**src/rtl/chfmt_pkg.sv**
```systemverilog
package chfmt_pkg;

    localparam int SAMPLE_W  = 32;
    localparam int CFG_W     = 8;
    localparam int NUM_PKT   = 3;

    localparam int BIT_CH_EN = 0;
    localparam int BIT_FMT   = 4;
    localparam int BIT_OBIN  = 5;
    localparam int BIT_SEXT  = 6;

    typedef enum logic [1:0] {
        PKT_20  = 2'd0,
        PKT_24  = 2'd1,
        PKT_32  = 2'd2,
        PKT_RSV = 2'd3
    } pkt_code_e;

    typedef struct packed {
        logic sext;
        logic obin;
        logic fmt_en;
        logic ch_en;
    } chan_cfg_t;

    localparam chan_cfg_t CFG_RESET = '{sext: 1'b1, obin: 1'b0, fmt_en: 1'b1, ch_en: 1'b1};

    typedef struct packed {
        logic                valid;
        logic [SAMPLE_W-1:0] data;
    } sample_t;

    function automatic int pkt_width(input int idx);
        case (idx)
            0:       return 20;
            1:       return 24;
            default: return 32;
        endcase
    endfunction

    function automatic chan_cfg_t cfg_unpack(input logic [CFG_W-1:0] w);
        chan_cfg_t c;
        c.ch_en  = w[BIT_CH_EN];
        c.fmt_en = w[BIT_FMT];
        c.obin   = w[BIT_OBIN];
        c.sext   = w[BIT_SEXT];
        return c;
    endfunction

    function automatic logic [CFG_W-1:0] cfg_pack(input chan_cfg_t c);
        logic [CFG_W-1:0] w;
        w            = '0;
        w[BIT_CH_EN] = c.ch_en;
        w[BIT_FMT]   = c.fmt_en;
        w[BIT_OBIN]  = c.obin;
        w[BIT_SEXT]  = c.sext;
        return w;
    endfunction

endpackage

```
**src/rtl/chfmt_cfg_reg.sv**
```systemverilog
module chfmt_cfg_reg
    import chfmt_pkg::*;
#(
    parameter int OSR_W = 8
) (
    input  logic                 clk,
    input  logic                 rst,
    input  logic                 load,
    input  logic [CFG_W-1:0]     wdata,
    input  logic [OSR_W-1:0]     os_ratio,
    output chan_cfg_t            cfg,
    output logic                 os_en
);

    localparam logic [OSR_W-1:0] OSR_ONE = OSR_W'(1);

    always_ff @(posedge clk) begin
        if (rst) begin
            cfg   <= CFG_RESET;
            os_en <= 1'b0;
        end else begin
            if (load) begin
                cfg <= cfg_unpack(wdata);
            end
            os_en <= (os_ratio > OSR_ONE);
        end
    end

endmodule

```
**src/rtl/chfmt_capture.sv**
```systemverilog
module chfmt_capture #(
    parameter int DATA_W = 32
) (
    input  logic              clk,
    input  logic              rst,
    input  logic              edge_fall,
    input  logic              in_valid,
    input  logic [DATA_W-1:0] in_data,
    output logic              cap_valid,
    output logic [DATA_W-1:0] cap_data
);

    logic              neg_valid;
    logic [DATA_W-1:0] neg_data;

    always_ff @(negedge clk) begin
        if (rst) begin
            neg_valid <= 1'b0;
            neg_data  <= '0;
        end else begin
            neg_valid <= in_valid;
            neg_data  <= in_data;
        end
    end

    always_comb begin
        if (edge_fall) begin
            cap_valid = neg_valid;
            cap_data  = neg_data;
        end else begin
            cap_valid = in_valid;
            cap_data  = in_data;
        end
    end

endmodule

```
**src/rtl/chfmt_core.sv**
```systemverilog
module chfmt_core
    import chfmt_pkg::*;
#(
    parameter int DATA_W = 32
) (
    input  logic [DATA_W-1:0] raw,
    input  chan_cfg_t         cfg,
    input  pkt_code_e         pkt,
    output logic [DATA_W-1:0] fmt_data
);

    logic [NUM_PKT-1:0][DATA_W-1:0] cands;

    for (genvar g = 0; g < NUM_PKT; g++) begin : g_pkt
        localparam int PW = (pkt_width(g) < DATA_W) ? pkt_width(g) : DATA_W;
        logic [DATA_W-1:0] low_mask;
        logic [DATA_W-1:0] cand;
        logic              msb;

        always_comb begin
            for (int i = 0; i < DATA_W; i++) begin
                low_mask[i] = (i < PW);
            end
            msb          = raw[PW-1] ^ cfg.obin;
            cand         = raw & low_mask;
            cand[PW-1]   = msb;
            if (cfg.sext && msb) begin
                cand = cand | ~low_mask;
            end
        end

        assign cands[g] = cand;
    end

    always_comb begin
        if (!cfg.fmt_en) begin
            fmt_data = raw;
        end else begin
            case (pkt)
                PKT_20:  fmt_data = cands[0];
                PKT_24:  fmt_data = cands[1];
                default: fmt_data = cands[2];
            endcase
        end
    end

endmodule

```
**src/rtl/chfmt_top.sv**
```systemverilog
module chfmt_top
    import chfmt_pkg::*;
#(
    parameter int DATA_W = SAMPLE_W,
    parameter int OSR_W  = 8
) (
    input  logic              clk,
    input  logic              rst,
    input  logic              cfg_load,
    input  logic [CFG_W-1:0]  cfg_wdata,
    output logic [CFG_W-1:0]  cfg_q,
    input  logic              edge_fall,
    input  logic [1:0]        pkt_sel,
    input  logic [OSR_W-1:0]  os_ratio,
    output logic              os_en,
    input  logic              raw_valid,
    input  logic [DATA_W-1:0] raw_data,
    output logic              out_valid,
    output logic [DATA_W-1:0] out_data
);

    chan_cfg_t         cfg_s;
    logic              cap_valid;
    logic [DATA_W-1:0] cap_data;
    logic [DATA_W-1:0] fmt_data;

    chfmt_cfg_reg #(.OSR_W(OSR_W)) u_cfg (
        .clk      (clk),
        .rst      (rst),
        .load     (cfg_load),
        .wdata    (cfg_wdata),
        .os_ratio (os_ratio),
        .cfg      (cfg_s),
        .os_en    (os_en)
    );

    chfmt_capture #(.DATA_W(DATA_W)) u_cap (
        .clk       (clk),
        .rst       (rst),
        .edge_fall (edge_fall),
        .in_valid  (raw_valid),
        .in_data   (raw_data),
        .cap_valid (cap_valid),
        .cap_data  (cap_data)
    );

    chfmt_core #(.DATA_W(DATA_W)) u_core (
        .raw      (cap_data),
        .cfg      (cfg_s),
        .pkt      (pkt_code_e'(pkt_sel)),
        .fmt_data (fmt_data)
    );

    always_ff @(posedge clk) begin
        if (rst) begin
            out_valid <= 1'b0;
            out_data  <= '0;
        end else if (cap_valid && cfg_s.ch_en) begin
            out_valid <= 1'b1;
            out_data  <= fmt_data;
        end else begin
            out_valid <= 1'b0;
        end
    end

    assign cfg_q = cfg_pack(cfg_s);

endmodule

```
**config.mk**
```make
export PLATFORM = sky130hd
export DESIGN_NAME = chfmt_top
export DESIGN_NICKNAME = d
export VERILOG_FILES = /design/src/rtl/chfmt_pkg.sv /design/src/rtl/chfmt_cfg_reg.sv /design/src/rtl/chfmt_capture.sv /design/src/rtl/chfmt_core.sv /design/src/rtl/chfmt_top.sv
export SDC_FILE = /design/constraint.sdc
export NUM_CORES = 1
export LEC_CHECK = 0
export ABC_AREA = 1
export BUFFER_PORTS_ARGS = -buffer_cell sky130_fd_sc_hd__buf_2
export CAP_MARGIN = 0
export CORE_AREA = 4 4 76 78
export CTS_BUF_LIST = sky130_fd_sc_hd__clkbuf_4
export CTS_CLUSTER_SIZE = 20
export DETAILED_ROUTE_END_ITERATION = 10
export DIE_AREA = 0 0 80 82
export PLACE_DENSITY = 0.86
export SETUP_SLACK_MARGIN = 0.4
export SLEW_MARGIN = 15
export SYNTH_ARGS = -nofsm -noshare
export SYNTH_HDL_FRONTEND = slang
export SYNTH_SLANG_ARGS = --single-unit
```
**constraint.sdc**
```tcl
create_clock -name clk -period 3 [get_ports clk]
set_clock_uncertainty 0.1 [all_clocks]
set_input_delay 0.15 -clock clk [delete_from_list [all_inputs] [get_ports clk]]
set_output_delay 0.15 -clock clk [all_outputs]
set_load 0.005 [all_outputs]
```
==> results.toml, run 1 <==
[sta]
max_slew.worst_pin.slew_ns = 0.705
finalWorstSetupSlack_ns = 0.227
setup_viol = 0
maxSlewViolCount = 0
hold_viol = 0
slew_headroom_pct = 52.9
fin_setup_tns_ns = 0
rsz0062_at_grt = "true"

[logic_synthesis]
syn_avg_cell_area_um2 = 7.40
ys_ff_latch = 71
syn_area_um2 = 2760
synthCells = 373
yosysWarnings = 0
yosysSeqAreaShare_pct = 51.5
ys_types = 20

[critical_path]
regToRegStartpoint = "u_cap.neg_data[19]"
cp-start-kind = "register"
critPathMaxFanout = 8
endpoint_kind = "register"
r2r-end = "out_data[25]"
startpoint = "u_cap.neg_data[19]"
cp.arrival_ns = 2.99
critPathCapture = "out_data[25]"
rr_worst_depth = 7
setup.worst_path.class = "reg -> reg"
r2r_setup_slack_ns = 0.23
cp_data_required_time_ns = 3.21

[grt]
grt_util_all_layers_pct = 24.4
grt_pass1_vias = 2824
antenna_found_initial = 0
grt_max_degree = 49
overflow = 0
grt_pass1_wl_um = 12400

[status]
status = "finished, final reports clean"

[cells_and_area]
final_nets = 581
drive_gt1_share_pct = 25.4
fin_util_pct = 77.8
stdcell_count = 601
diodes = 0
syn_to_final_growth_pct = 43.1
fill_cells = 373

[routing]
wl_per_cell_um = 13.6
vias = 3041
drtIter0Drc = 220
drc = 0
drt-pass1-iter-count = 5
drt_wl_total_um = 8180
vias_per_cell = 5.06
ant_nets = 0

[place]
place_ws_ns = 0.161
gp_congestion = 0.826
port_buffers = 87
hpwl_um = 4270
dp.cells = 513

[power]
total_power_mw = 2.11
power_leakage_nw = 2.11
pwr_density_cell_nw_per_um2 = 535
ir_drop_mv = 0.384

[clock_tree]
clk_pin_slew_ns = 0.13
numClockSinks = 71
clock_latency_ns = 0.45
cts_buffers = 9
cts_tree = "done"
ctsHtreeMaxLevel = 3
clockRootBuffer = "clkbuf_4"
clockBufferDepth = 2

[floorplanning]
design.die.area_um2 = 6560
die_h_um = 82
die_w_um = 80
core-area_um2 = 5070
start_util_pct = 54.4
ios = 97
placementRows = 26

[hold_path]
hold_class = "in -> reg"

[flow_run]
cap_viol_max_count = 0
-- worst max-delay path: stages, from the launching register on --
cell and delay (ns):
dfxtp_2 0.32, nand2_2 0.08, nand2_2 0.14, nand2_2 0.07
nand4_1 0.15, nand2_4 0.12, o21ai_2 0.14, inv_1 0.04
-- cell usage in the layout, fill, tap and decap left out, drive strengths merged --
master,n
a21oi,19
inv,88
a31oi,20
nor3,1
nor2,60
clkinv,1
o21ai,50
clkinvlp,3
nand4,3
nor4,1
dlygate4sd3,34
conb,4
nand2,64
buf,95
clkbuf,11
nand3,6
dfxtp,71
-- stage by stage --
step	instance area (um^2)	hold WS [ns]
global route	3950	0.0768
finish	3950	0.0754
detailed placement	3220	0.282
floorplan	2780	0.161
global placement	3220	0.263
CTS	3870	0.0428
-- cells by family after synthesis --
family | after synthesis | synth area share, %
AO/OA/AOI/OAI | 89 | 17.5
buffers and inverters | 77 | 11.8
flip-flops | 71 | 51.5
other | 1 | 0.136
AND/OR/NAND/NOR | 135 | 19.1
-- what timing repair did --
| item | in CTS | in global routing |
|---|---|---|
| pin swaps | 5 | 6 |
| buffers inserted | 4 | 0 |
| endpoints found under the hold margin | 25 | 0 |
| endpoints found under the setup margin | 31 | 32 |
| gates cloned | 1 | 1 |
| gates resized for setup | 12 | 24 |
| hold buffers | 34 | 0 |
-- report_power, final --
part	leakage (nW)	internal [mW]	switching, mW
Combinational	1.28	0.169	0.195
Sequential	0.591	1.02	0.0323
Clock	0.235	0.238	0.465
Total	2.11	1.42	0.692
-- flip-flops by register name, indices dropped and copies added (netlist names) --
name,flops
u_cfg.cfg,4
out_valid,1
u_cap.neg_data,32
out_data,32
u_cap.neg_valid,1
u_cfg.os_en,1
-- worst min-delay path by stage --
stage,start,end,cells past startpoint
finish,rst,out_data[23],3
floorplan,cfg_load,u_cfg.cfg[1],1
global route,rst,out_data[23],3
detailed placement,cfg_wdata[6],u_cfg.cfg[3],3
CTS,raw_data[23],out_data[23],5
global placement,cfg_wdata[6],u_cfg.cfg[3],3
-- synthesized netlist by cell type --
master	n	area, um^2
dfxtp_1	71	1420
nand2_1	64	240
nor2_1	59	221
inv_1	52	195
o21ai_0	40	200
a31oi_1	20	125
a21oi_1	19	95.1
clkbuf_1	12	45.0
o21ai_1	9	45.0
nand3_1	6	30.0
buf_2	5	25.0
buf_4	4	30.0
nand4_1	3	18.8
buf_6	2	22.5
inv_2	2	7.51
conb_1	1	3.75
nor2_2	1	6.26
nor3_1	1	5.00
nor4_1	1	6.26
o21ai_4	1	16.3
-- final cells by class --
type                    count  area, um^2  area share, %
clock buffers              10        75.1           1.90
clock inverters            39         168           4.25
inverters                  53         201           5.10
multi-input cells         228        1090           27.5
flip-flops and latches     71        1430           36.1
well taps                  70        87.6           2.22
repair buffers            130         906           22.9
-- metal layers --
metal	vias up	global-route usage, %	wire length [um]
li1	1481	-	-
met3	39	5.15	499
met4	0	15.2	374
met5	-	0	0
met2	134	43.3	4160
met1	1387	26.4	3140
Note: power is estimated with default switching activity, not from simulation.
==> inputs of run 2 (changes only) <==
ABC_CLOCK_PERIOD_IN_PS = 3000   (was not set)
CORE_AREA = 4 4 78 80   (was 4 4 76 78)
CTS_BUF_LIST = not set   (was sky130_fd_sc_hd__clkbuf_4)
DIE_AREA = 0 0 82 84   (was 0 0 80 82)
PLACE_DENSITY = 0.82   (was 0.86)
RECOVER_POWER = 50   (was not set)
==> results.toml, run 2 (synthesized netlist as in run 1, its figures left out) <==
[place]
gp_congestion = 0.811
port_buffers = 87
hpwl_um = 4410
place_ws_ns = 0.204
dp.cells = 517

[floorplanning]
die_w_um = 82
core-area_um2 = 5410
start_util_pct = 51.1
placementRows = 27
design.die.area_um2 = 6890
die_h_um = 84
ios = 97

[critical_path]
max_stage_delay_ns = 0.60
cp_data_required_time_ns = 1.64
cp.arrival_ns = 1.43
critPathMaxFanout = 25
setup.worst_path.class = "in -> reg"
crit_slowest_cell = "clkbuf_1"
endpoint_kind = "register"
crit_chain = "clkbuf_1, clkbuf_2, nor2_1"
cp-start-kind = "input port"

[power]
p_comb_share_pct = 14.2
seqPwrFrac_pct = 43.9
p_int_mw = 1.70
power_leakage_nw = 2.07
switchingPower_mw = 0.684
ir_drop_mv = 0.473
pwr_density_cell_nw_per_um2 = 606
switching_share_pct = 28.6
pwr-share-clk_pct = 41.9

[cells_and_area]
final_cell_mix = "inv_1, buf_2, dfxtp_1, nand2_1, nor2_1"
final_common_cell = "inv_1"
reg.largest.list = "out_data: 32 flops, u_cap.neg_data: 32 flops, u_cfg.cfg: 4 flops"
diodes = 0
final_nets = 575
stdcell_count = 597
drive_gt1_share_pct = 21.9
syn_to_final_growth_pct = 42.7

[clock_tree]
cts_tree = "done"
clockBufferDepth = 2
clock_latency_ns = 0.39
clockRootBuffer = "clkbuf_8"
ctsHtreeMaxLevel = 3
numClockSinks = 71
clk_pin_slew_ns = 0.07
cts_buffers = 9

[sta]
maxSlewViolCount = 0
finalWorstSetupSlack_ns = 0.207
max_slew.worst_pin.slew_ns = 0.828
setup_viol = 0
rsz0062_at_grt = "true"
hold_viol = 0
slew_headroom_pct = 44.8
fin_setup_tns_ns = 0

[hold_path]
hold_class = "in -> reg"

[flow_run]
cap_viol_max_count = 0

[grt]
grt_pass1_vias = 2820
overflow = 0
grt_max_degree = 38
grt_util_all_layers_pct = 21.8
antenna_found_initial = 0
grt_pass1_wl_um = 11900

[routing]
drc = 0
drt_wl_total_um = 7540
drtIter0Drc = 132
drt-pass1-iter-count = 4
wl_per_cell_um = 12.6
vias_per_cell = 4.97
ant_nets = 0
vias = 2970

[status]
status = "finished, final reports clean"
## run 2: cell types whose count changed in the layout (fill, tap and decap cells not counted), moves of 7 or more
cell / delta
dlygate4sd3_1: -7
clkbuf_4: -10
o21ai_1: -13
o21ai_0: +15
buf_2: -15
clkbuf_1: +16
clkbuf_8: +9
## run 2: worst paths after layout
check | depth (start not counted) | to | from | slack [ns]
max reg2reg | 7 | out_data[24] | u_cap.neg_valid | 0.23
min reg2reg | 2 | out_data[23] | out_data[23] | 0.37
min | 2 | u_cfg.cfg[0] | cfg_load | 0.02
max | 3 | u_cap.neg_data[28] | rst | 0.21
## run 2: stage by stage
stage	util, %	power (mW)	instance area, um^2	hold WS (ns)
2_1_floorplan	-	1.30	2780	0.161
3_3_place_gp	60.0	1.40	3240	0.262
3_5_place_dp	60.0	1.41	3240	0.274
4_1_cts	72.3	2.39	3910	0.000313
5_1_grt	72.9	2.53	3940	0.0109
6_report	72.9	2.39	3940	0.0231
## run 2: repair_timing
item                       4_1_cts  5_1_grt
buffers inserted                 3        0
setup endpoints to repair       32       32
hold endpoints to repair        23        0
gates cloned                     1        1
resized for setup                5       12
pin swaps                        5        3
hold buffers                    27        0
## run 2: per-layer routing
layer,wire length (um),vias to the layer above,GRT usage (%)
met3,472,22,6.05
met1,2950,1374,24.5
met4,180,0,10.4
met5,0,-,0
met2,3930,102,37.0
li1,-,1472,-
## run 2: area by class of cell
class | count | area (um^2)
inverter | 53 | 201
clock inverter | 39 | 214
tap | 72 | 90.1
sequential | 71 | 1420
fill | 437 | 1470
clock buffer | 10 | 128
multi-input combinational | 228 | 1070
timing repair buffer | 124 | 813
## run 2: worst max-delay path: cells and delay by family
family                 cells  cell delay [ns]
buffers and inverters      2             1.16
AND/OR/NAND/NOR            1             0.10
## run 2: power groups by stage
stage	clock, mW	sequential, mW	combinational, mW
final	1.00	1.05	0.338
after global routing	1.10	1.05	0.377
after CTS	1.02	1.05	0.325
after detailed placement	0.0692	1.06	0.280
after global placement	0.0692	1.06	0.272
after floorplan	0.0692	1.06	0.163
==> inputs of run 3 (changes only) <==
ABC_CLOCK_PERIOD_IN_PS = 2500   (was 3000)
CORE_AREA = 4 4 83 85   (was 4 4 78 80)
CTS_BUF_LIST = sky130_fd_sc_hd__clkbuf_2 sky130_fd_sc_hd__clkbuf_4 sky130_fd_sc_hd__clkbuf_8   (was not set)
DIE_AREA = 0 0 87 89   (was 0 0 82 84)
PLACE_DENSITY = 0.76   (was 0.82)
clock period = 2.5 ns   (was 3 ns; I/O delays follow)
==> results.toml, run 3 (synthesized netlist as in run 1, its figures left out) <==
[sta]
hold_viol = 0
rsz0062_at_grt = "true"
max_slew.worst_pin.slew_ns = 0.925
slew_headroom_pct = 38.3
setup_viol = 5
maxSlewViolCount = 0
finalWorstSetupSlack_ns = -0.0357

[clock_tree]
clockBufferDepth = 2
cts_buffers = 9
clockRootBuffer = "clkbuf_8"
clock_latency_ns = 0.38
clk_pin_slew_ns = 0.08
ctsHtreeMaxLevel = 3
cts_tree = "done"
numClockSinks = 71

[critical_path]
cp_data_required_time_ns = 2.64
critPathMaxFanout = 8
cp.arrival_ns = 2.67
cp-start-kind = "register"
r2r_setup_slack_ns = -0.04
regToRegStartpoint = "u_cap.neg_data[19]"
max_stage_delay_ns = 0.33
setup.worst_path.class = "reg -> reg"
crit_slowest_cell = "dfxtp_2"
rr_worst_depth = 7
startpoint = "u_cap.neg_data[19]"
r2r-end = "out_data[30]"
endpoint_kind = "register"
cpMostUsedCell = "nand2_4"
critPathCapture = "out_data[30]"
crit_chain = "nand2_4, nand2_4, nand2_4, nand4_1, nand2_4, o21ai_1, inv_1"

[cells_and_area]
final_common_cell = "inv_1"
final_nets = 581
fin_util_pct = 65.1
stdcell_count = 608
syn_to_final_growth_pct = 46.3
diodes = 0
final_cell_mix = "inv_1, dfxtp_1, buf_2, nand2_1, nor2_1"
reg.largest.list = "out_data: 32 flops, u_cap.neg_data: 32 flops, u_cfg.cfg: 4 flops"
drive_gt1_share_pct = 23.5

[place]
dp.cells = 525
gp_congestion = 0.925
port_buffers = 87
hpwl_um = 4450

[power]
power_leakage_nw = 2.07
total_power_mw = 2.69
ir_drop_mv = 0.393
pwr_density_cell_nw_per_um2 = 666

[grt]
met2_usage_pct = 35.5
grt_max_degree = 49
grt_util_all_layers_pct = 20.4
overflow = 0
grt_pass1_wl_um = 12400
grt_use_met1_pct = 23.7
antenna_found_initial = 0
grt_pass1_vias = 2742
grtUsageMet3_pct = 3.32
top_usage_layer = "met2"

[flow_run]
cap_viol_max_count = 0

[floorplanning]
placementRows = 29
core-area_um2 = 6200
die_w_um = 87
start_util_pct = 44.5
die_h_um = 89
ios = 97
design.die.area_um2 = 7740

[routing]
drtIter0Drc = 212
drt_wl_total_um = 7990
drt-pass1-iter-count = 4
wl_per_cell_um = 13.1
vias_per_cell = 4.83
vias = 2935
drc = 0
ant_nets = 0

[status]
violations = "setup timing"
status = "complete, but fails checks"

[hold_path]
hold_class = "in -> reg"
worstHoldStart = "cfg_load"
## run 3: through the flow
step                      hold slack, ns  setup TNS [ns]  instance area, um^2  setup slack, ns
after global placement             0.239               0                 3300           0.0682
after floorplan                    0.136               0                 2790           0.0308
after CTS                        0.00264               0                 3960           0.0445
after detailed placement           0.253               0                 3300           0.0375
after global routing              0.0913          -0.613                 4040          -0.0747
final                             0.0649         -0.0582                 4040          -0.0357
## run 3: timing repair
item	4_1_cts	5_1_grt
endpoints found under the hold margin	24	0
gates resized for setup	27	30
pin swaps	10	11
setup endpoints to repair	33	34
hold buffers	32	0
buffers inserted	4	0
## run 3: worst min-delay path by stage
stage                   end  cells past startpoint  slack, ns
3_3_place_gp   u_cfg.cfg[1]                      3       0.24
4_1_cts        u_cfg.cfg[2]                      3      0.003
5_1_grt        u_cfg.cfg[2]                      3       0.09
2_1_floorplan  u_cfg.cfg[1]                      1       0.14
3_5_place_dp   u_cfg.cfg[1]                      3       0.25
6_report       u_cfg.cfg[2]                      3       0.06
## run 3: worst max-delay path, delay by kind of cell, from the launching register on
| kind | cells | cell delay [ns] |
|---|---|---|
| AND/OR/NAND/NOR | 5 | 0.50 |
| AO/OA/AOI/OAI | 1 | 0.16 |
| flip-flops | 1 | 0.33 |
| buffers and inverters | 1 | 0.05 |
## run 3: per-layer routing
metal,vias to the layer above,wire length [um]
li1,1482,-
met1,1321,3140
met2,95,4020
met3,37,423
met4,0,408
met5,-,0
## run 3: area by class of cell
type	instances	area (um^2)
fillers	552	2170
repair buffers	130	870
multi-input cells	228	1150
inverters	53	201
clock inverters	40	168
flip-flops and latches	71	1430
clock buffers	9	124
well taps	77	96.3
## run 3: power by group
| group | switching [mW] | internal (mW) |
|---|---|---|
| Clock | 0.565 | 0.426 |
| Combinational | 0.233 | 0.200 |
| Sequential | 0.0449 | 1.22 |
| Total | 0.843 | 1.85 |
